`config.mk`:
```
export PLATFORM = sky130hd
export DESIGN_NAME = hostRegPort
export DESIGN_NICKNAME = d
export VERILOG_FILES = /design/src/rtl/hostRegPkg.sv /design/src/rtl/hostRegSync.sv /design/src/rtl/hostRegCtrl.sv /design/src/rtl/hostRegData.sv /design/src/rtl/hostRegPort.sv
export SDC_FILE = /design/constraint.sdc
export NUM_CORES = 1
export LEC_CHECK = 0
export BUFFER_PORTS_ARGS = -buffer_cell sky130_fd_sc_hd__buf_2
export CORE_MARGIN = 4
export CORE_UTILIZATION = 56
export DETAILED_ROUTE_END_ITERATION = 7
export GPL_TIMING_DRIVEN = 0
export PLACE_DENSITY = 0.72
export SLEW_MARGIN = 10
export SYNTH_ARGS = -nofsm -noshare
export SYNTH_HDL_FRONTEND = slang
export SYNTH_SLANG_ARGS = --single-unit
export TNS_END_PERCENT = 10
```
`constraint.sdc`:
```
create_clock -name clk -period 2.36 [get_ports clk]
set_input_delay 0.354 -clock clk [delete_from_list [all_inputs] [get_ports clk]]
set_output_delay 0.354 -clock clk [all_outputs]
set_load 0.01 [all_outputs]
```
`src/rtl/hostRegPkg.sv`:
```
package hostRegPkg;

  // Handshake phase of the control unit
  typedef enum logic [1:0] {
    PH_IDLE   = 2'd0,  // waiting for a data strobe fall
    PH_SETTLE = 2'd1,  // data presented or stored, acknowledge next
    PH_HOLD   = 2'd2   // acknowledge asserted until release
  } phase_e;

  // Strobes from control to datapath
  typedef struct packed {
    logic capAddr;  // latch the synchronized address
    logic rdLoad;   // load read data into the output register
    logic wrEn;     // commit write data into the register bank
  } strobe_t;

endpackage

```
`src/rtl/hostRegSync.sv`:
```
module hostRegSync #(
  parameter int              WIDTH   = 1,
  parameter int              STAGES  = 2,
  parameter logic [WIDTH-1:0] RST_VAL = '0
) (
  input  logic             clk,
  input  logic             rstN,
  input  logic [WIDTH-1:0] asyncIn,
  output logic [WIDTH-1:0] syncOut
);

  logic [WIDTH-1:0] stageQ [STAGES];

  always_ff @(posedge clk or negedge rstN) begin
    if (!rstN) stageQ[0] <= RST_VAL;
    else       stageQ[0] <= asyncIn;
  end

  for (genvar s = 1; s < STAGES; s++) begin : gStage
    always_ff @(posedge clk or negedge rstN) begin
      if (!rstN) stageQ[s] <= RST_VAL;
      else       stageQ[s] <= stageQ[s-1];
    end
  end

  assign syncOut = stageQ[STAGES-1];

endmodule

```
`src/rtl/hostRegCtrl.sv`:
```
module hostRegCtrl
  import hostRegPkg::*;
(
  input  logic    clk,
  input  logic    rstN,
  input  logic    asNS,    // synchronized address strobe
  input  logic    csNS,    // synchronized chip select
  input  logic    dsNS,    // synchronized data strobe
  input  logic    rdSel,   // synchronized read/write select
  output strobe_t strobes,
  output logic    dtackN,
  output logic    dataOe
);

  phase_e phaseQ;
  logic   asNPrev, dsNPrev;
  logic   asRise, dsFall, csAct, dsAct, released;

  // Edge detection on the synchronized strobes
  always_ff @(posedge clk or negedge rstN) begin
    if (!rstN) begin
      asNPrev <= 1'b1;
      dsNPrev <= 1'b1;
    end else begin
      asNPrev <= asNS;
      dsNPrev <= dsNS;
    end
  end

  assign asRise   = asNS & ~asNPrev;
  assign dsFall   = ~dsNS & dsNPrev;
  assign csAct    = ~csNS;
  assign dsAct    = ~dsNS;
  assign released = ~dsAct | ~csAct;

  // Strobes toward the datapath
  always_comb begin
    strobes         = '0;
    strobes.capAddr = asRise & csAct;
    if (phaseQ == PH_IDLE && dsFall && csAct) begin
      strobes.rdLoad = rdSel;
      strobes.wrEn   = ~rdSel;
    end
  end

  // Handshake sequencing
  always_ff @(posedge clk or negedge rstN) begin
    if (!rstN) begin
      phaseQ <= PH_IDLE;
      dtackN <= 1'b1;
      dataOe <= 1'b0;
    end else if (released) begin
      phaseQ <= PH_IDLE;
      dtackN <= 1'b1;
      dataOe <= 1'b0;
    end else begin
      unique case (phaseQ)
        PH_IDLE: begin
          if (dsFall) begin
            phaseQ <= PH_SETTLE;
            dataOe <= rdSel;
          end
        end
        PH_SETTLE: begin
          phaseQ <= PH_HOLD;
          dtackN <= 1'b0;
        end
        PH_HOLD: phaseQ <= PH_HOLD;
        default: phaseQ <= PH_IDLE;
      endcase
    end
  end

  // The bus is only driven for a cycle that began as a read
  p_oe_read_only_r10: assert property (@(posedge clk) disable iff (!rstN)
    $rose(dataOe) |-> $past(rdSel));

  // Release of either strobe drops acknowledge and enable next clock
  p_release_ends_r6: assert property (@(posedge clk) disable iff (!rstN)
    (dsNS || csNS) |=> (dtackN && !dataOe));

  // Acknowledge follows valid read data by one clock
  p_ack_after_data_r4: assert property (@(posedge clk) disable iff (!rstN)
    ($rose(dataOe) && !dsNS && !csNS) |=> !dtackN);

  // Acknowledge only appears while the host holds the cycle
  p_ack_needs_hold_r4: assert property (@(posedge clk) disable iff (!rstN)
    $fell(dtackN) |-> $past(!dsNS && !csNS));

  // A single access is never both read and write
  p_excl_access_r5: assert property (@(posedge clk) disable iff (!rstN)
    $onehot0({strobes.rdLoad, strobes.wrEn}));

endmodule

```
`src/rtl/hostRegData.sv`:
```
module hostRegData
  import hostRegPkg::*;
#(
  parameter int ADDR_W   = 7,
  parameter int DATA_W   = 8,
  parameter int NUM_REGS = 16
) (
  input  logic              clk,
  input  logic              rstN,
  input  strobe_t           strobes,
  input  logic [ADDR_W-1:0] addrSync,
  input  logic [DATA_W-1:0] wrData,
  output logic [DATA_W-1:0] dataOut
);

  localparam int                IDX_W    = (NUM_REGS > 1) ? $clog2(NUM_REGS) : 1;
  localparam logic [ADDR_W-1:0] LAST_IDX = ADDR_W'(NUM_REGS - 1);

  logic [ADDR_W-1:0]               addrQ;
  logic [ADDR_W-1:0]               effAddr;
  logic [IDX_W-1:0]                idx;
  logic                            inRange;
  logic [NUM_REGS-1:0][DATA_W-1:0] regFile;
  logic [DATA_W-1:0]               rdValue;

  // A capture in the same cycle as an access forwards the new address
  assign effAddr = strobes.capAddr ? addrSync : addrQ;
  assign idx     = effAddr[IDX_W-1:0];
  assign inRange = (effAddr <= LAST_IDX);
  assign rdValue = inRange ? regFile[idx] : '0;

  always_ff @(posedge clk or negedge rstN) begin
    if (!rstN)                addrQ <= '0;
    else if (strobes.capAddr) addrQ <= addrSync;
  end

  always_ff @(posedge clk or negedge rstN) begin
    if (!rstN) begin
      regFile <= '0;
    end else if (strobes.wrEn && inRange) begin
      for (int i = 0; i < NUM_REGS; i++) begin
        if (idx == IDX_W'(i)) regFile[i] <= wrData;
      end
    end
  end

  always_ff @(posedge clk or negedge rstN) begin
    if (!rstN)               dataOut <= '0;
    else if (strobes.rdLoad) dataOut <= rdValue;
  end

  // Out-of-range reads present zero
  p_oob_reads_zero_r8: assert property (@(posedge clk) disable iff (!rstN)
    (strobes.rdLoad && !inRange) |=> (dataOut == '0));

  // Out-of-range writes leave the bank untouched
  p_oob_write_ignored_r8: assert property (@(posedge clk) disable iff (!rstN)
    (strobes.wrEn && !inRange) |=> $stable(regFile));

  // Captured address only moves on a capture strobe
  p_addr_hold_r2: assert property (@(posedge clk) disable iff (!rstN)
    !strobes.capAddr |=> $stable(addrQ));

endmodule

```
`src/rtl/hostRegPort.sv`:
```
module hostRegPort
  import hostRegPkg::*;
#(
  parameter int ADDR_W      = 7,
  parameter int DATA_W      = 8,
  parameter int NUM_REGS    = 16,
  parameter int SYNC_STAGES = 2
) (
  input  logic              clk,
  input  logic              rstN,
  input  logic              asN,
  input  logic              csN,
  input  logic              rwSel,
  input  logic              dsN,
  input  logic [ADDR_W-1:0] addrIn,
  input  logic [DATA_W-1:0] dataIn,
  output logic [DATA_W-1:0] dataOut,
  output logic              dataOe,
  output logic              dtackN
);

  localparam int BUS_W = ADDR_W + DATA_W;

  logic [3:0]        ctlSync;
  logic [BUS_W-1:0]  busSync;
  strobe_t           strobes;

  // Strobes idle high after reset; read/write select idles as read
  hostRegSync #(.WIDTH(4), .STAGES(SYNC_STAGES), .RST_VAL(4'b1111)) u_ctlSync (
    .clk     (clk),
    .rstN    (rstN),
    .asyncIn ({asN, csN, dsN, rwSel}),
    .syncOut (ctlSync)
  );

  hostRegSync #(.WIDTH(BUS_W), .STAGES(SYNC_STAGES), .RST_VAL('0)) u_busSync (
    .clk     (clk),
    .rstN    (rstN),
    .asyncIn ({addrIn, dataIn}),
    .syncOut (busSync)
  );

  hostRegCtrl u_ctrl (
    .clk     (clk),
    .rstN    (rstN),
    .asNS    (ctlSync[3]),
    .csNS    (ctlSync[2]),
    .dsNS    (ctlSync[1]),
    .rdSel   (ctlSync[0]),
    .strobes (strobes),
    .dtackN  (dtackN),
    .dataOe  (dataOe)
  );

  hostRegData #(.ADDR_W(ADDR_W), .DATA_W(DATA_W), .NUM_REGS(NUM_REGS)) u_data (
    .clk      (clk),
    .rstN     (rstN),
    .strobes  (strobes),
    .addrSync (busSync[BUS_W-1:DATA_W]),
    .wrData   (busSync[DATA_W-1:0]),
    .dataOut  (dataOut)
  );

endmodule

```
==> impl_metrics.toml, run 1 <==
[synth]
synth_area_leaders = "dfrtp_1 54%, mux2_2 19%, nand2_1 4.1%, dfstp_2 3.6%, mux2i_1 2.1%"
netlist.area_leader.share_pct = 54.20
ys_warn_count = 0
synth_top_area_cell = "dfrtp_1"
async_flop_share_pct = 100.0
ys_seq_elements = 187
synth_cell_types = 55
ys_seq_area_share_pct = 57.76
synth_nets = 645
avgSynthCellArea_sq_um = 13.06
synth_area_sq_mm = 0.008125
synth_edf_count = 0
syn_inst = 622
ys.flop_type = "dfrtp_1"

[detailed_routing]
dr.pass1.iters = 7
vias_per_cell = 6.123
drc_errors = 0
wl_per_cell_microns = 22.86
postRouteWirelength_mm = 20.62
vias = 5523
drtAntennaViolNets = 0
drt_iter0_markers = 481

[sta]
post-route-min-period_ns = 2.510
timing.final.crit_share_pct = 106.4
setup_viol = 129
final_max_slew_viol_count = 0
worst_pin_slew_ns = 0.7805
hold_slack_ns = 0.01823
relSlewSlack_pct = 47.96
setup_ws_ns = -0.1504
skew_ns = 0.01379
rsz0062_at_grt = "true"
hold_viol = 0
fmax_mhz = 398.3

[place]
gp_congestion = 0.8769
placed_area_sq_mm = 0.008544
dpl.hpwl_mm = 12.54
port_buffers = 30
post-place-cells = 833

[layout]
stdcell_count = 902
final_layout_size_suffix_gt1_share_pct = 43.63
nets = 733
fin_area_sq_mm = 0.009927
diodes = 0
area_growth_pct = 22.17

[cts]
cts_tree = "yes"
clock_path_buffers = 2
cts_root_buf = "clkbuf_16"
htreeDepth = 4
cts_buffers = 17
clkSinkCount = 187
clkLatencyLatePin_ns = 0.44
path_clk_slew_ns = 0.07

[pwr]
clkPwrFrac_pct = 37.6
internal-power_uw = 5657
switchingPower_uw = 2158
p_seq_share_pct = 45.7
power_density_mw_per_mm2 = 787.2
p_comb_share_pct = 16.7
ir_worst_vdd_mv = 0.5648
p_sw_share_pct = 27.61
leakage_uw = 0.004601

[critical_path]
reg2reg_slack_ns = -0.15
start_kind = "flop"
crit_buf_inv = 4
cpMostUsedCell = "buf_8"
r2r_start = "u_ctlSync.syncOut[3]"
crit_path_cell_trace = "or3b_1 -> buf_6 -> buf_8 -> mux2i_4 -> buf_8 -> nand2_4 -> nor2_4 -> buf_12 -> mux2_2"
critPathKind = "reg2reg"
regToRegEndpoint = "u_data.regFile[77]"
crit_path_end_kind = "flop"
path_max_fanout = 8
crit_path_top_delay_cell = "dfstp_2"
reg2reg_depth = 9
crit_arrival_ns = 2.82
max_stage_delay_ns = 0.54
crit_required_ns = 2.67
crit_family = "simple AND/OR/NAND/NOR gates"

[job]
cap_violations = 0

[floorplanning]
die_h_microns = 128.5
chipWidth_microns = 128.5
initial_core_util_pct = 57.86
rows = 43
core-area_sq_mm = 0.01404
die_area_sq_mm = 0.01650
io_pins = 31

[min_path]
min_path_type = "in2reg"
hp-start = "dsN"
min_delay_path_depth = 1
min_to = "u_ctlSync.stageQ[5]"

[global_routing]
antenna_found_initial = 0
grt_max_degree = 112
grt_pass1_vias = 5714
grt_overflow = 0
grtUsageTotal_pct = 26.45
grt_pass1_wl_mm = 32.55

[outcome]
status = "finished with violations"
violations = "negative setup slack"
[worst max path at each step]
| stage | startpoint | end | slack (ns) | depth (start not counted) |
|---|---|---|---|---|
| 2_1_floorplan | u_ctlSync.syncOut[3] | u_data.regFile[56] | 0.02 | 8 |
| 3_3_place_gp | rstN | u_data.regFile[48] | -1.86 | 1 |
| 3_5_place_dp | u_ctlSync.syncOut[3] | u_data.dataOut[1] | -0.40 | 9 |
| 4_1_cts | u_ctlSync.syncOut[3] | u_data.dataOut[6] | -0.13 | 10 |
| 5_1_grt | u_ctlSync.syncOut[3] | u_data.regFile[58] | -0.22 | 8 |
| 6_report | u_ctlSync.syncOut[3] | u_data.regFile[77] | -0.15 | 9 |
[flip-flops by register name, summed over array words and instances, names as in the netlist]
signal / count
u_ctrl.asNPrev: 1
u_ctrl.phaseQ: 2
u_busSync.syncOut: 15
u_data.regFile: 128
u_data.dataOut: 8
u_ctrl.dataOe: 1
u_ctlSync.stageQ: 4
u_busSync.stageQ: 15
u_ctrl.dtackN: 1
u_ctlSync.syncOut: 4
u_data.addrQ: 7
u_ctrl.dsNPrev: 1
[cell usage in the layout, fill, tap and decap left out, types with 4 or more instances in the layout]
master and n:
o22ai_1 4, buf_8 5, a21oi_1 24, a22o_1 5, o21ai_0 4, mux2i_1 14
mux2_1 5, clkbuf_1 11, buf_4 29, dfrtp_1 176, clkbuf_16 17, buf_6 6
dfstp_2 11, a32oi_2 4, nand3_1 6, clkinvlp_4 4, nor2b_1 5, buf_2 30
nor2_1 13, mux2_2 119, nand2_1 87, a22oi_1 12, buf_12 13, nor2_4 15
o21ai_1 4, nand4_1 6, mux2_4 15
[final cells by class]
type,count,area [sq um]
flip-flops and latches,187,4693
fillers,903,4115
multi-input cells,402,3496
repair buffers,72,675.6
clock buffers,19,432.9
well taps,180,225.2
plain buffers,25,214.0
clock inverters,12,166.4
inverters,5,23.77
[stage by stage]
step / setup TNS, ns / power [uW] / util, % / setup WS (ns)
after floorplan: 0 / 4233 / - / 0.02237
after global placement: -365.52 / 4587 / 60.58 / -1.862
after detailed placement: -35.39 / 4626 / 60.85 / -0.4005
after CTS: -11.40 / 7741 / 70.12 / -0.1306
after global routing: -21.78 / 8071 / 70.69 / -0.2216
final: -10.11 / 7815 / 70.69 / -0.1504
[power by group through the flow]
stage	clock network, uW	registers [uW]	logic (uW)
final	2940	3570	1310
after global routing	3090	3590	1390
after CTS	2940	3560	1240
after detailed placement	0	3610	1010
after global placement	0	3600	985
after floorplan	0	3590	645
[synth_stat cells (2+ instances only)]
library cell  instances
a32o_1                3
dfstp_2              11
mux2_1                5
a21oi_1              27
o2bb2ai_1             2
nand3_4               2
a22o_1                5
nand2_1              89
o21ai_0               6
mux2i_1              17
inv_1                 3
nor2_2                2
nor2_8                2
o21ai_1               2
nor4_1                2
nand4_1               6
nand3_1               6
dfrtp_1             176
nand2_4               2
nor3b_1               2
mux2_2              134
buf_2                11
a32oi_1               7
clkbuf_1             11
nor2_4               12
buf_6                 3
inv_2                 2
nor3_1                3
nand2_2               2
nor2b_1               5
o221ai_1              3
o22ai_1               4
nor2_1               17
a22oi_1              13
buf_4                 3
ha_1                  2
o2111ai_1             2
[cell families (layout without fill, tap and decap cells)]
group	Yosys count	after routing	synth area share (%)
mux	158	158	21.91
simple gates	159	159	10.70
compound gates	83	83	7.207
buf+inv	33	133	2.110
fa+ha+maj	2	2	0.3079
flops	187	187	57.76
[worst register-to-register path, stage by stage, from the launching register on]
cell     delay (ns)
dfstp_2        0.54
or3b_1         0.36
buf_6          0.15
buf_8          0.13
mux2i_4        0.24
buf_8          0.19
nand2_4        0.11
nor2_4         0.19
buf_12         0.16
mux2_2         0.34
[timing repair]
action | CTS | global route
gates cloned | 1 | 0
hold endpoints to repair | 74 | 0
endpoints found under the setup margin | 136 | 136
setup buffers | 36 | 4
hold buffers | 1 | 0
gates resized for setup | 68 | 17
pin swaps | 24 | 11
[layer usage]
layer	share of wire (%)	GRT usage, %	wire length, microns	vias up
li1	-	-	-	2390
met1	42	35.96	8590	2828
met2	48	40.91	9861	249
met3	6.9	6.476	1433	56
met4	3.6	11.42	735	0
met5	0	0	0	-
Power figures use the tool's default switching activity.
==> run 2: changes to the inputs <==
--- a/config.mk
+++ b/config.mk
@@ -6,11 +6,13 @@
 export NUM_CORES = 1
 export LEC_CHECK = 0
 export BUFFER_PORTS_ARGS = -buffer_cell sky130_fd_sc_hd__buf_2
+export CELL_PAD_IN_SITES_DETAIL_PLACEMENT = 2
+export CELL_PAD_IN_SITES_GLOBAL_PLACEMENT = 2
 export CORE_MARGIN = 4
-export CORE_UTILIZATION = 56
+export CORE_UTILIZATION = 39
 export DETAILED_ROUTE_END_ITERATION = 7
 export GPL_TIMING_DRIVEN = 0
-export PLACE_DENSITY = 0.72
+export PLACE_DENSITY = 0.71
 export SLEW_MARGIN = 10
 export SYNTH_ARGS = -nofsm -noshare
 export SYNTH_HDL_FRONTEND = slang
==> run 2 against run 1 <==
  * The flow still finishes with violations (negative setup slack)
  * Clock-buffer cell count grew 3
  * Power grew 1.8%
  * Die area grew 41%
  * Final cell count grew 12%
  * Largest power group unchanged
==> impl_metrics.toml, run 2 (synthesized netlist as in run 1, its figures left out) <==
[global_routing]
busiest_layer = "met2"
grtUsageTotal_pct = 23.74
grt_use_met2_pct = 39.92
grt_pass1_wl_mm = 41.41
use_met1_pct = 30.12
grt_pass1_vias = 6530
grtUsageMet3_pct = 5.055
grt_max_degree = 100
grt_overflow = 0
antenna_found_initial = 1

[outcome]
violations = "negative setup slack"
status = "finished with violations"

[layout]
regMostFlops = "u_data.regFile"
layout.cells.most_common = "dfrtp_1"
largest_register_ff_count = 128
diodes = 0
nets = 753
area_growth_pct = 27.10
stdcell_count = 1013
layout_common_cells = "176 x dfrtp_1, 120 x mux2_2, 86 x nand2_1"
final_layout_size_suffix_gt1_share_pct = 46.97
multiInputGateArea_sq_mm = 0.003592
regArea_sq_mm = 0.004693
fillerInstances = 1878

[sta]
worst_pin_slew_ns = 0.8221
timing.final.crit_share_pct = 114.6
post-route-min-period_ns = 2.705
hold_viol = 0
rsz0062_at_grt = "true"
skew_ns = 0.01641
relSlewSlack_pct = 45.19
setup_viol = 136
fmax_mhz = 369.7
setup_tns_ns = -25.76
setup_ws_ns = -0.3452
final_max_slew_viol_count = 0
hold_slack_ns = 0.02299

[place]
post-place-cells = 923
dpl.hpwl_mm = 16.20
port_buffers = 30
gp_congestion = 0.7892

[floorplanning]
core-area_sq_mm = 0.02036
io_pins = 31
rows = 52
die_area_sq_mm = 0.02321
die_h_microns = 152.3
initial_core_util_pct = 39.90
chipWidth_microns = 152.3

[critical_path]
r2r_start = "u_ctlSync.syncOut[3]"
reg2reg_slack_ns = -0.35
path_max_fanout = 7
crit_required_ns = 2.69
crit_arrival_ns = 3.04
regToRegEndpoint = "u_data.dataOut[0]"
start_kind = "flop"
critPathKind = "reg2reg"
reg2reg_depth = 11
crit_path_end_kind = "flop"

[pwr]
p_seq_share_pct = 45.3
p_comb_share_pct = 19.5
p_sw_share_pct = 29.84
internal-power_uw = 5583
power_density_mw_per_mm2 = 770.4
clkPwrFrac_pct = 35.2
switchingPower_uw = 2374
leakage_uw = 0.004727
ir_worst_vdd_mv = 0.4648

[detailed_routing]
wl_per_cell_microns = 29.04
drt_iter0_markers = 383
drc_errors = 0
drtAntennaViolNets = 0
vias = 5762
dr.pass1.iters = 5
postRouteWirelength_mm = 29.42
vias_per_cell = 5.688

[job]
cap_violations = 0

[min_path]
hp-start = "addrIn[2]"
min_to = "u_busSync.stageQ[25]"
min_delay_path_depth = 1
min_path_type = "in2reg"

[cts]
clkLatencyLatePin_ns = 0.44
cts_tree = "yes"
htreeDepth = 4
cts_buffers = 17
clock_path_buffers = 2
cts_root_buf = "clkbuf_16"
clkSinkCount = 187
path_clk_slew_ns = 0.07
run 2: worst max-delay path, cell delays in order (launching register included):
cell and delay (ns):
dfstp_2 0.55, or3b_1 0.37, buf_6 0.15, buf_12 0.13
mux2i_4 0.17, buf_12 0.15, buf_4 0.13, clkbuf_16 0.15
nand2_1 0.15, o221ai_2 0.24, nor2_2 0.11, a32o_1 0.28
run 2: repair_timing:
action | 4_1_cts | 5_1_grt
resized for setup | 58 | 61
setup endpoints to repair | 137 | 136
cloned | 0 | 1
pin swaps | 21 | 21
buffers inserted | 34 | 21
hold buffers | 3 | 1
endpoints found under the hold margin | 84 | 1
run 2: metrics by stage:
stage	util (%)	setup WS (ns)	area [sq um]	total power, uW
2_1_floorplan	-	0.02237	8132	4233
3_3_place_gp	42.33	-1.934	8620	4650
3_5_place_dp	42.51	-0.6115	8657	4718
4_1_cts	48.37	-0.1831	9849	7669
5_1_grt	50.71	-0.3975	10330	8279
6_report	50.71	-0.3452	10330	7957
run 2: cell type report:
cell class              instances  area share [%]
plain buffers                  26           2.338
clock buffers                  22           4.592
clock inverters                10          0.8965
inverters                       5          0.3635
multi-input cells             402           34.78
flip-flops and latches        187           45.44
well taps                     270           3.271
repair buffers                 91           8.311
run 2: how the worst max path moves through the flow:
stage                               startpoint            endpoint  slack (ns)  depth (start not counted)
after floorplan           u_ctlSync.syncOut[3]  u_data.regFile[56]        0.02                          8
after global placement                    rstN  u_data.regFile[63]       -1.93                          1
after detailed placement  u_ctlSync.syncOut[2]  u_data.regFile[40]       -0.61                          8
after CTS                 u_ctlSync.syncOut[3]   u_data.dataOut[5]       -0.18                          9
after global routing      u_ctlSync.syncOut[3]   u_data.dataOut[0]       -0.40                         11
final                     u_ctlSync.syncOut[3]   u_data.dataOut[0]       -0.35                         11
run 2: power groups by stage:
stage	Clock [uW]	Combinational, uW	Sequential (uW)
after floorplan	0	645	3590
after global placement	0	1040	3610
after detailed placement	0	1090	3630
after CTS	2840	1250	3580
after global routing	3020	1640	3620
final	2800	1550	3600
run 2: metal layers:
layer	up-vias	wire, microns
met2	163	15040
met5	-	7
met3	63	1491
met4	2	1105
li1	2442	-
met1	3092	11770
==> run 3: changes to the inputs <==
--- a/config.mk
+++ b/config.mk
@@ -12,7 +12,9 @@
 export CORE_UTILIZATION = 39
 export DETAILED_ROUTE_END_ITERATION = 7
 export GPL_TIMING_DRIVEN = 0
+export MAX_ROUTING_LAYER = met4
 export PLACE_DENSITY = 0.71
+export SKIP_CTS_REPAIR_TIMING = 1
 export SLEW_MARGIN = 10
 export SYNTH_ARGS = -nofsm -noshare
 export SYNTH_HDL_FRONTEND = slang
==> run 3 against run 2 <==
  * The run still ends with negative setup slack left
  * Highest routed layer is now met4
  * Clock skew is 0.0023 ns lower
  * First-iteration DRC count is 21% lower
  * Critical path type unchanged
  * Largest power group unchanged
  * Non-clock buffer count is 21 lower
  * Clock-buffer cell count stayed put
  * Clock power hardly changed
  * Hold slack worse by 0.0083 ns
==> impl_metrics.toml, run 3 (synthesized netlist as in run 1, its figures left out) <==
[critical_path]
crit_family = "compound AO/OA/AOI/OAI gates"
critPathKind = "reg2reg"
crit_arrival_ns = 3.03
crit_buf_inv = 4
crit_start = "u_ctlSync.syncOut[3]"
setup.worst_path.end = "u_data.dataOut[7]"
reg2reg_slack_ns = -0.36
cp.depth = 10
max_stage_delay_ns = 0.56
cpMostUsedCell = "buf_6"
regToRegEndpoint = "u_data.dataOut[7]"
r2r_start = "u_ctlSync.syncOut[3]"
crit_required_ns = 2.67
crit_path_top_delay_cell = "dfstp_2"
start_kind = "flop"
reg2reg_depth = 10
path_max_fanout = 10
crit_path_cell_trace = "or3b_1 -> buf_6 -> a21oi_4 -> buf_12 -> buf_8 -> buf_6 -> nand2_1 -> a31oi_1 -> o21ai_2 -> o31ai_1"
crit_path_end_kind = "flop"

[detailed_routing]
wl_per_cell_microns = 26.21
vias = 5526
dr.pass1.iters = 5
postRouteWirelength_mm = 26.00
vias_per_cell = 5.571
drtAntennaViolNets = 0
drt_iter0_markers = 302
drc_errors = 0

[cts]
clkLatencyLatePin_ns = 0.45
clkSinkCount = 187
cts_tree = "yes"
cts_buffers = 17
clock_path_buffers = 2
cts_root_buf = "clkbuf_16"
htreeDepth = 4
path_clk_slew_ns = 0.07

[sta]
setup_ws_ns = -0.3592
setup_viol = 136
skew_ns = 0.01414
timing.final.crit_share_pct = 115.2
final_max_slew_viol_count = 0
hold_slack_ns = 0.01471
fmax_mhz = 367.8
post-route-min-period_ns = 2.719
hold_viol = 0
worst_pin_slew_ns = 0.7617
relSlewSlack_pct = 49.22
rsz0062_at_grt = "true"

[floorplanning]
rows = 52
initial_core_util_pct = 39.90
io_pins = 31
die_h_microns = 152.3
core-area_sq_mm = 0.02036
die_area_sq_mm = 0.02321
chipWidth_microns = 152.3

[outcome]
status = "finished with violations"
violations = "negative setup slack"

[layout]
final_layout_size_suffix_gt1_share_pct = 44.18
layout_common_cells = "176 x dfrtp_1, 133 x mux2_2, 86 x nand2_1"
regMostFlops = "u_data.regFile"
nets = 732
layout.cells.most_common = "dfrtp_1"
fillerInstances = 1924
diodes = 0
final_util_pct = 49.10
largest_register_ff_count = 128
area_growth_pct = 23.07

[place]
port_buffers = 30
gp_congestion = 0.8003
dpl.hpwl_mm = 16.20

[job]
cap_violations = 0

[global_routing]
antenna_found_initial = 0
grt_overflow = 0
grt_pass1_wl_mm = 37.74
grt_pass1_vias = 6196
grtUsageTotal_pct = 21.98
grt_max_degree = 100

[pwr]
leakage_uw = 0.004604
power_density_mw_per_mm2 = 776.3
ir_worst_vdd_mv = 0.4424

[min_path]
min_path_type = "in2reg"
## run 3: cell types whose count changed in the layout (fill, tap and decap cells not counted), moves of 4 or more
cell    delta
mux2_4    -16
buf_4     -15
mux2_2    +13
buf_8      -4
## run 3: stage by stage
step | worst slack [ns] | cell area, sq um | TNS [ns] | std cells | total power, uW
global placement | -1.934 | 8620 | -396.93 | 922 | 4650
floorplan | 0.02237 | 8132 | 0 | 622 | 4233
CTS | -0.6529 | 9224 | -61.13 | 955 | 7511
global route | -0.4609 | 10000 | -36.06 | 992 | 8080
detailed placement | -0.6115 | 8657 | -57.20 | 923 | 4718
finish | -0.3592 | 10000 | -23.80 | 992 | 7762
## run 3: metal layers
metal	up-vias	track usage, %	share of wire [%]
met5	-	-	0
met4	0	6.849	2.3
met3	34	3.721	2.6
met2	98	36.22	52
met1	3005	27.93	43
li1	2389	-	-
## run 3: power breakdown
group	leakage [uW]	internal (uW)	switching, uW	total [uW]
combinational	0.00186	547	823	1370
clock	0.000270	1540	1270	2810
sequential	0.00248	3420	166	3590
## run 3: worst min-delay path by stage
stage	start	to	slack, ns	cells after the start
floorplan	rstN	u_busSync.stageQ[15]	0.06	0
global placement	u_busSync.stageQ[16]	u_busSync.syncOut[1]	0.33	0
detailed placement	u_busSync.stageQ[18]	u_busSync.syncOut[3]	0.34	0
CTS	rstN	u_busSync.syncOut[10]	-0.06	1
global route	addrIn[6]	u_busSync.stageQ[29]	0.0003	1
finish	dsN	u_ctlSync.stageQ[5]	0.01	1
## run 3: final cells by class
cell class	instances	area, sq um	share of cell area [%]
Sequential cell	187	4693	46.93
Multi-Input combinational cell	402	3477	34.77
Timing Repair Buffer	70	671.9	6.719
Clock buffer	22	474.2	4.742
Tap cell	270	337.8	3.378
Buffer	26	224.0	2.240
Clock inverter	10	92.59	0.9259
Inverter	5	28.78	0.2878
